`config.mk`:
```
export PLATFORM = sky130hd
export DESIGN_NAME = pbus_seq
export DESIGN_NICKNAME = d
export VERILOG_FILES = /design/src/rtl/pbus_seq_pkg.sv /design/src/rtl/pbus_seq_dec.sv /design/src/rtl/pbus_seq_fsm.sv /design/src/rtl/pbus_seq.sv
export SDC_FILE = /design/constraint.sdc
export NUM_CORES = 1
export LEC_CHECK = 0
export ABC_CLOCK_PERIOD_IN_PS = 1950
export BUFFER_PORTS_ARGS = -buffer_cell sky130_fd_sc_hd__buf_4
export CAP_MARGIN = 20
export CORE_ASPECT_RATIO = 0.5
export CORE_MARGIN = 5
export CORE_UTILIZATION = 45
export DETAILED_ROUTE_END_ITERATION = 8
export HOLD_SLACK_MARGIN = 0.08
export PLACE_DENSITY_LB_ADDON = 0.05
export SETUP_SLACK_MARGIN = 0.4
export SLEW_MARGIN = 10
export SYNTH_ARGS = -nofsm -noshare
export SYNTH_HDL_FRONTEND = slang
export SYNTH_SLANG_ARGS = --single-unit
```
`constraint.sdc`:
```
create_clock -name clk_i -period 1.95 [get_ports clk_i]
set_clock_uncertainty 0.15 [all_clocks]
set_input_delay 0.0975 -clock clk_i [delete_from_list [all_inputs] [get_ports clk_i]]
set_output_delay 0.0975 -clock clk_i [all_outputs]
set_load 0.01 [all_outputs]
```
`src/rtl/pbus_seq_pkg.sv`:
```
package pbus_seq_pkg;
  typedef enum logic [1:0] {
    ST_IDLE   = 2'd0,
    ST_SETUP  = 2'd1,
    ST_ENABLE = 2'd2
  } pb_state_e;
endpackage

```
`src/rtl/pbus_seq_dec.sv`:
```
module pbus_seq_dec #(
  parameter int SEL_W    = 4,
  parameter int N_PERIPH = 4
) (
  input  logic [SEL_W-1:0]    field_i,
  output logic [N_PERIPH-1:0] sel_o,
  output logic                hit_o
);
  for (genvar i = 0; i < N_PERIPH; i++) begin : g_sel
    assign sel_o[i] = (field_i == SEL_W'(i));
  end
  assign hit_o = |sel_o;
endmodule

```
`src/rtl/pbus_seq_fsm.sv`:
```
module pbus_seq_fsm
  import pbus_seq_pkg::*;
(
  input  logic      clk_i,
  input  logic      rst_ni,
  input  logic      take_i,
  output pb_state_e state_o,
  output logic      ready_o
);
  pb_state_e state_q, state_d;

  always_comb begin
    state_d = state_q;
    unique case (state_q)
      ST_IDLE:   state_d = take_i ? ST_SETUP : ST_IDLE;
      ST_SETUP:  state_d = ST_ENABLE;
      ST_ENABLE: state_d = take_i ? ST_SETUP : ST_IDLE;
      default:   state_d = ST_IDLE;
    endcase
  end

  always_ff @(posedge clk_i or negedge rst_ni) begin
    if (!rst_ni) state_q <= ST_IDLE;
    else         state_q <= state_d;
  end

  assign state_o = state_q;
  // Pipelined acceptance: one command may queue behind the enable phase
  assign ready_o = (state_q == ST_IDLE) || (state_q == ST_ENABLE);
endmodule

```
`src/rtl/pbus_seq.sv`:
```
module pbus_seq
  import pbus_seq_pkg::*;
#(
  parameter int ADDR_W   = 16,
  parameter int DATA_W   = 32,
  parameter int SEL_LSB  = 12,
  parameter int SEL_W    = 4,
  parameter int N_PERIPH = 4
) (
  input  logic                clk_i,
  input  logic                rst_ni,
  input  logic                cmd_valid_i,
  output logic                cmd_ready_o,
  input  logic [ADDR_W-1:0]   cmd_addr_i,
  input  logic                cmd_write_i,
  input  logic [DATA_W-1:0]   cmd_wdata_i,
  output logic                cmd_ack_o,
  output logic [DATA_W-1:0]   cmd_rdata_o,
  output logic                cmd_err_o,
  output logic [ADDR_W-1:0]   pb_addr_o,
  output logic                pb_write_o,
  output logic [DATA_W-1:0]   pb_wdata_o,
  output logic [N_PERIPH-1:0] pb_sel_o,
  output logic                pb_en_o,
  input  logic [DATA_W-1:0]   pb_rdata_i
);
  pb_state_e             state;
  logic                  ready, accept, take, bad, hit;
  logic [N_PERIPH-1:0]   sel_dec, sel_q;
  logic [ADDR_W-1:0]     addr_q;
  logic                  write_q;
  logic [DATA_W-1:0]     wdata_q, rdata_q;
  logic                  ack_q, err_q;

  pbus_seq_dec #(.SEL_W(SEL_W), .N_PERIPH(N_PERIPH)) u_dec (
    .field_i (cmd_addr_i[SEL_LSB +: SEL_W]),
    .sel_o   (sel_dec),
    .hit_o   (hit)
  );

  assign accept = cmd_valid_i && ready;
  assign take   = accept && hit;
  assign bad    = accept && !hit;

  pbus_seq_fsm u_fsm (
    .clk_i   (clk_i),
    .rst_ni  (rst_ni),
    .take_i  (take),
    .state_o (state),
    .ready_o (ready)
  );

  always_ff @(posedge clk_i or negedge rst_ni) begin
    if (!rst_ni) begin
      addr_q  <= '0;
      write_q <= 1'b0;
      wdata_q <= '0;
      sel_q   <= '0;
    end else if (take) begin
      addr_q  <= cmd_addr_i;
      write_q <= cmd_write_i;
      wdata_q <= cmd_wdata_i;
      sel_q   <= sel_dec;
    end
  end

  always_ff @(posedge clk_i or negedge rst_ni) begin
    if (!rst_ni) begin
      rdata_q <= '0;
      ack_q   <= 1'b0;
      err_q   <= 1'b0;
    end else begin
      ack_q <= (state == ST_ENABLE);
      err_q <= bad;
      if (state == ST_ENABLE) rdata_q <= pb_rdata_i;
    end
  end

  assign cmd_ready_o = ready;
  assign cmd_ack_o   = ack_q;
  assign cmd_err_o   = err_q;
  assign cmd_rdata_o = rdata_q;
  assign pb_addr_o   = addr_q;
  assign pb_write_o  = write_q;
  assign pb_wdata_o  = wdata_q;
  assign pb_sel_o    = (state == ST_IDLE) ? '0 : sel_q;
  assign pb_en_o     = (state == ST_ENABLE);
endmodule

```
==> impl_metrics.yaml, run 1 <==
run_status:
  status: "finished, final reports clean"
layout:
  layout.area.seq_sq_um: 2230
  final_cell_mix: "buf_4 (175), dfrtp_1 (88), dlygate4sd3_1 (82)"
  drive_gt1_frac: 0.601
  multi_input_area_sq_um: 1080
  diodes: 0
  finalNonFillerCells: 567
  final_common_cell: "buf_4"
  fin_nets: 550
  fillCellCount: 409
  syn_to_final_growth_pct: 75.4
hold_path:
  min-delay-path-class: "input pin to asynchronous set/reset pin"
clock_tree:
  clk_pin_slew_ps: 60
  cts_htree_levels: 3
  cts_tree: "done"
  cts_root_buf: "clkbuf_16"
  cts_buffers: 9
  cts_sinks: 89
  cts_buffer_depth: 2
  clkLatencyLatePin_ps: 330
placement:
  portBuffers: 172
  place_hpwl_mm: 5.90
  dp_cells: 463
  gp_congestion: 0.749
floorplanning:
  core_area_sq_um: 7380
  std_cell_rows: 22
  die_w_um: 134
  die_y_um: 71.8
  start_util: 0.466
  ios: 173
  die_area_sq_um: 9590
global_routing:
  overflow: 0
  grt_pass1_wl_mm: 15.2
  grt_pass1_vias: 3017
  grt_max_degree: 43
  track_usage: 0.205
  grt_antenna_before_repair: 0
drt:
  vias_per_cell: 4.59
  finalWirelength_mm: 9.57
  vias: 2600
  drcViolationCount: 0
  ant_nets: 0
  drtIter0Drc: 70
  drt-pass1-iter-count: 4
  post_drt_wl_per_cell_um: 16.9
synth:
  synth_area_sq_um: 3440
  synthCells: 200
  yosys_warnings: 0
  yosys.area.top_type: "dfrtp_1"
  synth_top_area_frac: 0.648
  synthesis.nets: 284
  ys_seq_elements: 89
  ys_types: 15
  syn_area_per_cell_sq_um: 17.2
  netlist_top_cells_area: "dfrtp_1 (65%), mux2_2 (24%), mux2_4 (4.4%)"
  yosysSeqAreaShare: 0.648
timing:
  fmax_mhz: 607
  fin_crit_ps: 1650
  slew_viol_final: 0
  fin_crit_sh: 0.845
  slew-limit-headroom: 0.642
  tns_ps: 0
  worstMarginPinSlew_ps: 536
  setup_viol: 0
  rsz0062_at_grt: "yes"
  final_hold_viol_count: 0
setup_path:
  cp-start-kind: "flop"
  arrival_ps: 1710
  rr_worst_depth: 4
  timing.rr.end: "pb_wdata_o[12]"
  crit_required_ps: 2010
  slowest_delay_ps: 440
  r2r_setup_slack_ps: 300
  worstPathCellList: "nor4b_4 -> buf_6 -> buf_12 -> mux2_2"
  startpoint: "u_fsm.state_o[0]"
  r2r_start: "u_fsm.state_o[0]"
  critPathSlowestCell: "dfrtp_2"
  crit_type: "flop to flop"
  path_max_fanout: 17
  endpoint_kind: "flop"
pwr:
  leakagePower_uw: 0.00290
  ir_drop_mv: 0.712
  powerDensity_nw_per_um2: 951
job:
  cap_viol_max_count: 0
## registers in the layout (all words and copies together) (netlist names)
register	flops
cmd_rdata_o	32
pb_wdata_o	32
pb_addr_o	16
sel_q	4
u_fsm.state_o	2
cmd_ack_o	1
cmd_err_o	1
pb_write_o	1
## cell usage after synthesis
cell,number
mux2i_1,1
nand2b_1,1
and2b_1,2
nor2_1,4
buf_2,4
dfrtp_1,89
mux2_2,72
buf_12,5
nor4b_2,1
buf_6,1
nor2b_1,5
mux2_4,10
inv_1,3
o211a_1,1
nand2_1,1
## layer usage
| metal | GRT usage | share of wire | up-vias |
|---|---|---|---|
| met2 | 0.368 | 0.51 | 101 |
| met3 | 0.0680 | 0.067 | 16 |
| met1 | 0.235 | 0.41 | 1255 |
| met4 | 0.0707 | 0.015 | 0 |
| met5 | 0 | 0 | - |
| li1 | - | - | 1228 |
## worst max path at each step
stage                     depth (start not counted)        endpoint  slack (ps)
after floorplan                                   4   pb_wdata_o[0]         400
after global placement                            3  pb_wdata_o[17]         280
after detailed placement                          3  pb_wdata_o[19]         210
after CTS                                         4  pb_wdata_o[18]         280
after global routing                              4  pb_wdata_o[25]         270
final                                             4  pb_wdata_o[12]         300
## stage by stage
step	setup slack, ps	hold WS (ps)	total power [uW]	utilization	cell area, sq um
2_1_floorplan	398	-348	3050	-	3440
3_3_place_gp	279	-40.3	3860	0.651	4800
3_5_place_dp	208	-29.9	3920	0.651	4800
4_1_cts	281	156	5780	0.815	6010
5_1_grt	267	216	6020	0.817	6030
6_report	302	146	5730	0.817	6030
## logic make-up after synthesis
family | share of synthesized area
buf+inv | 0.0415
mux | 0.282
simple gates | 0.0251
flops | 0.648
compound gates | 0.00291
## area by class of cell
type / instances / area share
repair buffers: 265 / 0.380
flip-flops and latches: 89 / 0.370
multi-input cells: 98 / 0.179
clock buffers: 11 / 0.0403
well taps: 96 / 0.0199
clock inverters: 5 / 0.00913
inverters: 3 / 0.00187
## critical path, delay by kind of cell (launching register included)
kind                   cells  cell delay, ps
and+or+nand+nor            1             230
buffers and inverters      2             350
DFF                        1             440
muxes                      1             350
## where the power goes
part | total [uW] | internal (uW) | leakage, uW | switching (uW)
sequential | 2450 | 2230 | 0.00106 | 215
combinational | 1600 | 1010 | 0.00170 | 593
clock | 1690 | 1020 | 0.000142 | 665
## timing repair
| item | in CTS | in global routing |
|---|---|---|
| setup endpoints to repair | 52 | 73 |
| endpoints found under the hold margin | 173 | 0 |
| setup buffers | 2 | 1 |
| hold buffers | 82 | 0 |
| gates resized for setup | 5 | 3 |
| pin swaps | 0 | 0 |
| gates cloned | 3 | 0 |
Power figures use the tool's default switching activity.
==> inputs of run 2 (changes only) <==
--- a/config.mk
+++ b/config.mk
@@ -5,12 +5,12 @@
 export SDC_FILE = /design/constraint.sdc
 export NUM_CORES = 1
 export LEC_CHECK = 0
-export ABC_CLOCK_PERIOD_IN_PS = 1950
+export ABC_CLOCK_PERIOD_IN_PS = 1490
 export BUFFER_PORTS_ARGS = -buffer_cell sky130_fd_sc_hd__buf_4
 export CAP_MARGIN = 20
 export CORE_ASPECT_RATIO = 0.5
 export CORE_MARGIN = 5
-export CORE_UTILIZATION = 45
+export CORE_UTILIZATION = 41
 export DETAILED_ROUTE_END_ITERATION = 8
 export HOLD_SLACK_MARGIN = 0.08
 export PLACE_DENSITY_LB_ADDON = 0.05
==> constraint.sdc (replaced) <==
create_clock -name clk_i -period 1.49 [get_ports clk_i]
set_clock_uncertainty 0.15 [all_clocks]
set_input_delay 0.0745 -clock clk_i [delete_from_list [all_inputs] [get_ports clk_i]]
set_output_delay 0.0745 -clock clk_i [all_outputs]
set_load 0.01 [all_outputs]
==> run 2 against run 1 <==
  * Sequential share of layout area is 4.2 points lower
  * Final cell count is 9.7% higher
  * Highest routed layer unchanged
  * Clock power up 37%
  * Worst hold slack got worse by 290 ps
  * Critical path depth up 1
  * Die area rose by 8.7%
  * Largest power group unchanged
  * The flow now finishes with violations (hold timing, setup timing)
  * First-iteration DRC count fell by 27%
  * Critical endpoint is now pb_en_o
  * Sequential power is 36% higher
  * Routed wire length up 15%
  * Flip-flop and latch count unchanged
==> impl_metrics.yaml, run 2 (synthesized netlist as in run 1, its figures left out) <==
placement:
  portBuffers: 172
  gp_congestion: 0.728
  dp_slack_ps: -122
  dpl-instance-area_sq_um: 5020
  place_hpwl_mm: 6.50
global_routing:
  grt_antenna_before_repair: 0
  track_usage: 0.214
  grt_pass1_wl_mm: 17.3
  grt_pass1_vias: 3341
  overflow: 0
  grt_max_degree: 38
setup_path:
  worstPathCellList: "buf_4 -> nand2b_4 -> buf_12 -> inv_2 -> buf_4"
  endpoint_kind: "output pin"
  cp_num_buf_inv: 4
  path_common_cell: "buf_4"
  critPathTopFamily: "buffers and inverters"
  crit_required_ps: 1270
  path_max_fanout: 9
  critPathSlowestCell: "dfrtp_1"
  cp-start-kind: "flop"
  arrival_ps: 1420
  crit_type: "flop to output pin"
  slowest_delay_ps: 410
run_status:
  violations: "hold timing, setup timing"
  status: "finished, violations left"
timing:
  slew_viol_final: 0
  final.setup.worst_slack_ps: -152
  fin_crit_ps: 1640
  setup_viol: 80
  worstMarginPinSlew_ps: 296
  slew-limit-headroom: 0.803
  final_hold_viol_count: 2
  whs_ps: -146
  fin_crit_sh: 1.10
  fmax_mhz: 609
  rsz0062_at_grt: "yes"
clock_tree:
  clk_pin_slew_ps: 60
  cts_tree: "done"
  holdBufCountCts: 81
  cts_root_buf: "clkbuf_16"
  cts_buffer_depth: 2
  cts_buffers: 9
  cts_sinks: 89
  clkLatencyLatePin_ps: 330
  cts_htree_levels: 3
layout:
  fin_area_sq_um: 6800
  drive_gt1_frac: 0.637
  utilization: 0.841
  syn_to_final_growth_pct: 97.9
  final_cell_mix: "buf_4 (134), dfrtp_1 (89), buf_6 (83)"
  final_common_cell: "buf_4"
  fin_nets: 589
  diodes: 0
pwr:
  power_frac_clock: 0.273
  seq_power_share: 0.391
  swShare: 0.255
  p_int_uw: 6320
  leakagePower_uw: 0.00332
  p_sw_uw: 2170
  ir_drop_mv: 0.811
  combPwrFrac: 0.336
  powerDensity_nw_per_um2: 1250
drt:
  vias: 2832
  ant_nets: 0
  drcViolationCount: 0
  drtIter0Drc: 51
  finalWirelength_mm: 11.0
  post_drt_wl_per_cell_um: 17.8
  vias_per_cell: 4.55
  drt-pass1-iter-count: 4
floorplanning:
  ios: 173
  die_w_um: 139
  die_y_um: 74.7
  die_area_sq_um: 10400
  core_area_sq_um: 8090
  std_cell_rows: 23
  start_util: 0.425
hold_path:
  min-delay-path-class: "input pin to flop"
job:
  cap_viol_max_count: 0
-- run 2: cell types whose count changed in the layout (fill, tap and decap cells not counted), moves of 36 or more --
cell	change
buf_4	-41
buf_6	+81
mux2_2	-36
mux2_4	+36
-- run 2: path summary, 6_finish.rpt --
check | start | to | slack [ps] | cells after the start
setup / recovery | u_fsm.state_o[0] | pb_en_o | -150 | 5
hold / removal | cmd_addr_i[14] | cmd_err_o | -150 | 2
min in group asynchronous | rst_ni | sel_q[0] | 20 | 2
setup reg to reg | u_fsm.state_o[0] | cmd_rdata_o[21] | -130 | 4
hold reg to reg | pb_addr_o[14] | pb_addr_o[14] | 360 | 1
max in group asynchronous | rst_ni | cmd_ack_o | 680 | 3
-- run 2: stage by stage --
| stage | std cells | hold slack, ps | setup TNS [ps] | total power, uW |
|---|---|---|---|---|
| 2_1_floorplan | 200 | -371 | -2370 | 4120 |
| 3_3_place_gp | 484 | -173 | -4800 | 5220 |
| 3_5_place_dp | 484 | -164 | -6820 | 5290 |
| 4_1_cts | 612 | -161 | -7510 | 8320 |
| 5_1_grt | 622 | -151 | -11910 | 8850 |
| 6_report | 622 | -146 | -7230 | 8480 |
-- run 2: what timing repair did --
item                                    in CTS  in global routing
pin swaps                                    1                  0
endpoints found under the setup margin     161                175
cloned                                       1                  0
endpoints found under the hold margin      174                 21
gates resized for setup                     70                 19
setup buffers                               30                 10
-- run 2: power groups by stage --
stage	clock, uW	sequential [uW]	combinational, uW
detailed placement	0	3240	2060
finish	2310	3320	2850
CTS	2370	3270	2680
floorplan	0	3430	685
global placement	0	3230	2000
global route	2460	3370	3020
-- run 2: routing by layer --
layer / wire length, um / global-route usage
met4: 180 / 0.0662
met1: 4110 / 0.233
met3: 893 / 0.0799
met2: 5860 / 0.401
met5: 0 / 0
-- run 2: final cells by class --
| class | count | area [sq um] |
|---|---|---|
| clock buffer | 14 | 274 |
| clock inverter | 2 | 35.0 |
| fill | 414 | 1280 |
| inverter | 3 | 11.3 |
| multi-input combinational | 98 | 1230 |
| sequential | 89 | 2230 |
| tap | 112 | 140 |
| timing repair buffer | 304 | 2880 |
-- run 2: worst register-to-register path, cell delays in order (launching register included) --
cell and delay [ps]:
dfrtp_1 390, buf_4 150, nand2b_4 160, bufbuf_16 310
mux2_2 350
==> inputs of run 3 (changes only) <==
--- a/config.mk
+++ b/config.mk
@@ -18,4 +18,5 @@
 export SLEW_MARGIN = 10
 export SYNTH_ARGS = -nofsm -noshare
 export SYNTH_HDL_FRONTEND = slang
+export SYNTH_HIERARCHICAL = 1
 export SYNTH_SLANG_ARGS = --single-unit
==> run 3 against run 2 <==
  * The run now ends clean
  * Design area fell by 0.96%
  * Area after synthesis is essentially flat
  * Clock power shrank 5%
  * Final cell count decreased by 1.3%
  * Sequential share of layout area up 0.35 points
  * Non-clock buffer count is 9 lower
  * Routed wire length grew 0.53%
  * First-iteration DRC count down 14%
  * Combinational power shrank 2%
==> impl_metrics.yaml, run 3 <==
timing:
  whs_ps: 53.7
  slew_viol_final: 0
  rsz0062_at_grt: "yes"
  fin_crit_ps: 1480
  final_hold_viol_count: 0
  fin_crit_sh: 0.996
  setup_viol: 0
  fmax_mhz: 674
  final.setup.worst_slack_ps: 5.26
  slew-limit-headroom: 0.754
  worstMarginPinSlew_ps: 369
global_routing:
  grt_pass1_vias: 3252
  grt_pass1_wl_mm: 16.7
  overflow: 0
  track_usage: 0.209
  grt_antenna_before_repair: 0
  grt_max_degree: 40
pwr:
  ir_drop_mv: 0.719
  leakagePower_uw: 0.00330
  powerDensity_nw_per_um2: 1240
clock_tree:
  clk_pin_slew_ps: 60
  cts_sinks: 89
  cts_buffer_depth: 2
  cts_htree_levels: 3
  cts_tree: "done"
  clkLatencyLatePin_ps: 330
  cts_buffers: 9
  cts_root_buf: "clkbuf_16"
setup_path:
  crit_required_ps: 1560
  rr_worst_depth: 4
  path_max_fanout: 7
  endpoint_kind: "flop"
  arrival_ps: 1550
  crit_type: "flop to flop"
  cp-start-kind: "flop"
layout:
  fin_nets: 583
  diodes: 0
  fillCellCount: 400
  final_common_cell: "buf_4"
  finalNonFillerCells: 614
  multi_input_area_sq_um: 1200
  fin_area_sq_um: 6740
  layout.area.seq_sq_um: 2230
  syn_to_final_growth_pct: 95.9
  final_cell_mix: "buf_4 (117), dfrtp_1 (87), buf_6 (85)"
  drive_gt1_frac: 0.635
synth:
  synth_edf_count: 0
  synth_area_sq_um: 3440
  ys_types: 15
  synth.most_common_cell: "dfrtp_1"
  netlist_top_cells_area: "dfrtp_1 (65%), mux2_2 (27%), clkbuf_8 (2.0%)"
  synth_common_cells: "dfrtp_1 (89), mux2_2 (81), clkbuf_8 (5), nor2b_1 (5)"
  synth_top_area_frac: 0.648
  synthCells: 202
  synth-async-reset-ratio: 1.00
  yosysSeqAreaShare: 0.648
  yosys.area.top_type: "dfrtp_1"
  syn_area_per_cell_sq_um: 17.0
  yosys_warnings: 6
  ys_seq_elements: 89
  synthesis.nets: 286
  synth-main-ff-cell: "dfrtp_1"
placement:
  dpl-instance-area_sq_um: 4860
  place_hpwl_mm: 6.33
  gp_congestion: 0.693
  dp_cells: 484
  dp_slack_ps: 64.0
  portBuffers: 172
drt:
  ant_nets: 0
  finalWirelength_mm: 11.1
  vias_per_cell: 4.56
  drcViolationCount: 0
  drt-pass1-iter-count: 4
  vias: 2798
  drtIter0Drc: 44
  post_drt_wl_per_cell_um: 18.1
floorplanning:
  std_cell_rows: 23
  die_w_um: 140
  ios: 173
  start_util: 0.425
  core_area_sq_um: 8090
  die_area_sq_um: 10400
  die_y_um: 74.8
job:
  cap_viol_max_count: 0
hold_path:
  min-delay-path-class: "input pin to asynchronous set/reset pin"
run_status:
  status: "finished, final reports clean"
## run 3: changes by cell type in the layout (fill, tap and decap cells not counted), sizes merged, moves of 2 or more
cell,change
and2b,-2
buf,-12
clkbuf,-3
clkinv,+3
dlygate4sd3,+3
mux2,+3
## run 3: routing by layer
| layer | wire, um | vias up | track usage |
|---|---|---|---|
| li1 | - | 1295 | - |
| met1 | 4230 | 1382 | 0.232 |
| met2 | 5800 | 104 | 0.373 |
| met3 | 902 | 17 | 0.0920 |
| met4 | 162 | 0 | 0.0666 |
| met5 | 0 | - | 0 |
## run 3: cells by family (layout without fill, tap and decap cells)
kind of cell	after synthesis	in the layout	synth area share
mux	85	85	0.283
flops	89	89	0.648
simple gates	16	16	0.0335
buf+inv	12	312	0.0364
## run 3: final cells by class
| type | instances | share of cell area |
|---|---|---|
| clock buffers | 10 | 0.0355 |
| clock inverters | 4 | 0.00669 |
| inverters | 3 | 0.00353 |
| multi-input cells | 101 | 0.178 |
| flip-flops and latches | 89 | 0.331 |
| well taps | 112 | 0.0208 |
| repair buffers | 295 | 0.425 |
## run 3: report_power, final
part / total [uW] / internal (uW) / leakage [uW] / switching [uW]
combinational: 2800 / 1890 / 0.00210 / 911
clock: 2190 / 1320 / 0.000144 / 876
sequential: 3330 / 2930 / 0.00106 / 393
## run 3: metrics by stage
step	total power, uW	util	setup TNS [ps]
after detailed placement	5190	0.601	0
after global placement	5110	0.601	0
final	8320	0.833	0
after floorplan	3990	-	0
after global routing	8700	0.833	-68.6
after CTS	8100	0.805	0
## run 3: what timing repair did
action,4_1_cts,5_1_grt
cloned,1,1
hold endpoints to repair,175,0
resized for setup,87,35
hold buffers,84,0
pin swaps,0,1
buffers inserted,20,10
endpoints found under the setup margin,171,212
## run 3: final timing paths
kind / start / end / slack, ps
max in group asynchronous: rst_ni / cmd_rdata_o[0] / 600
max reg2reg: u_fsm/state_o[0] / cmd_rdata_o[3] / 5
max: u_fsm/state_o[0] / cmd_rdata_o[3] / 5
min in group clk_i: cmd_addr_i[12] / sel_q[1] / 130
min reg2reg: sel_q[3] / sel_q[3] / 350
min: rst_ni / pb_wdata_o[2] / 50
## run 3: critical path: stages (launching register included)
cell      delay (ps)
dfrtp_2          410
nand2b_4         180
buf_12           140
buf_12           130
mux2_2           350
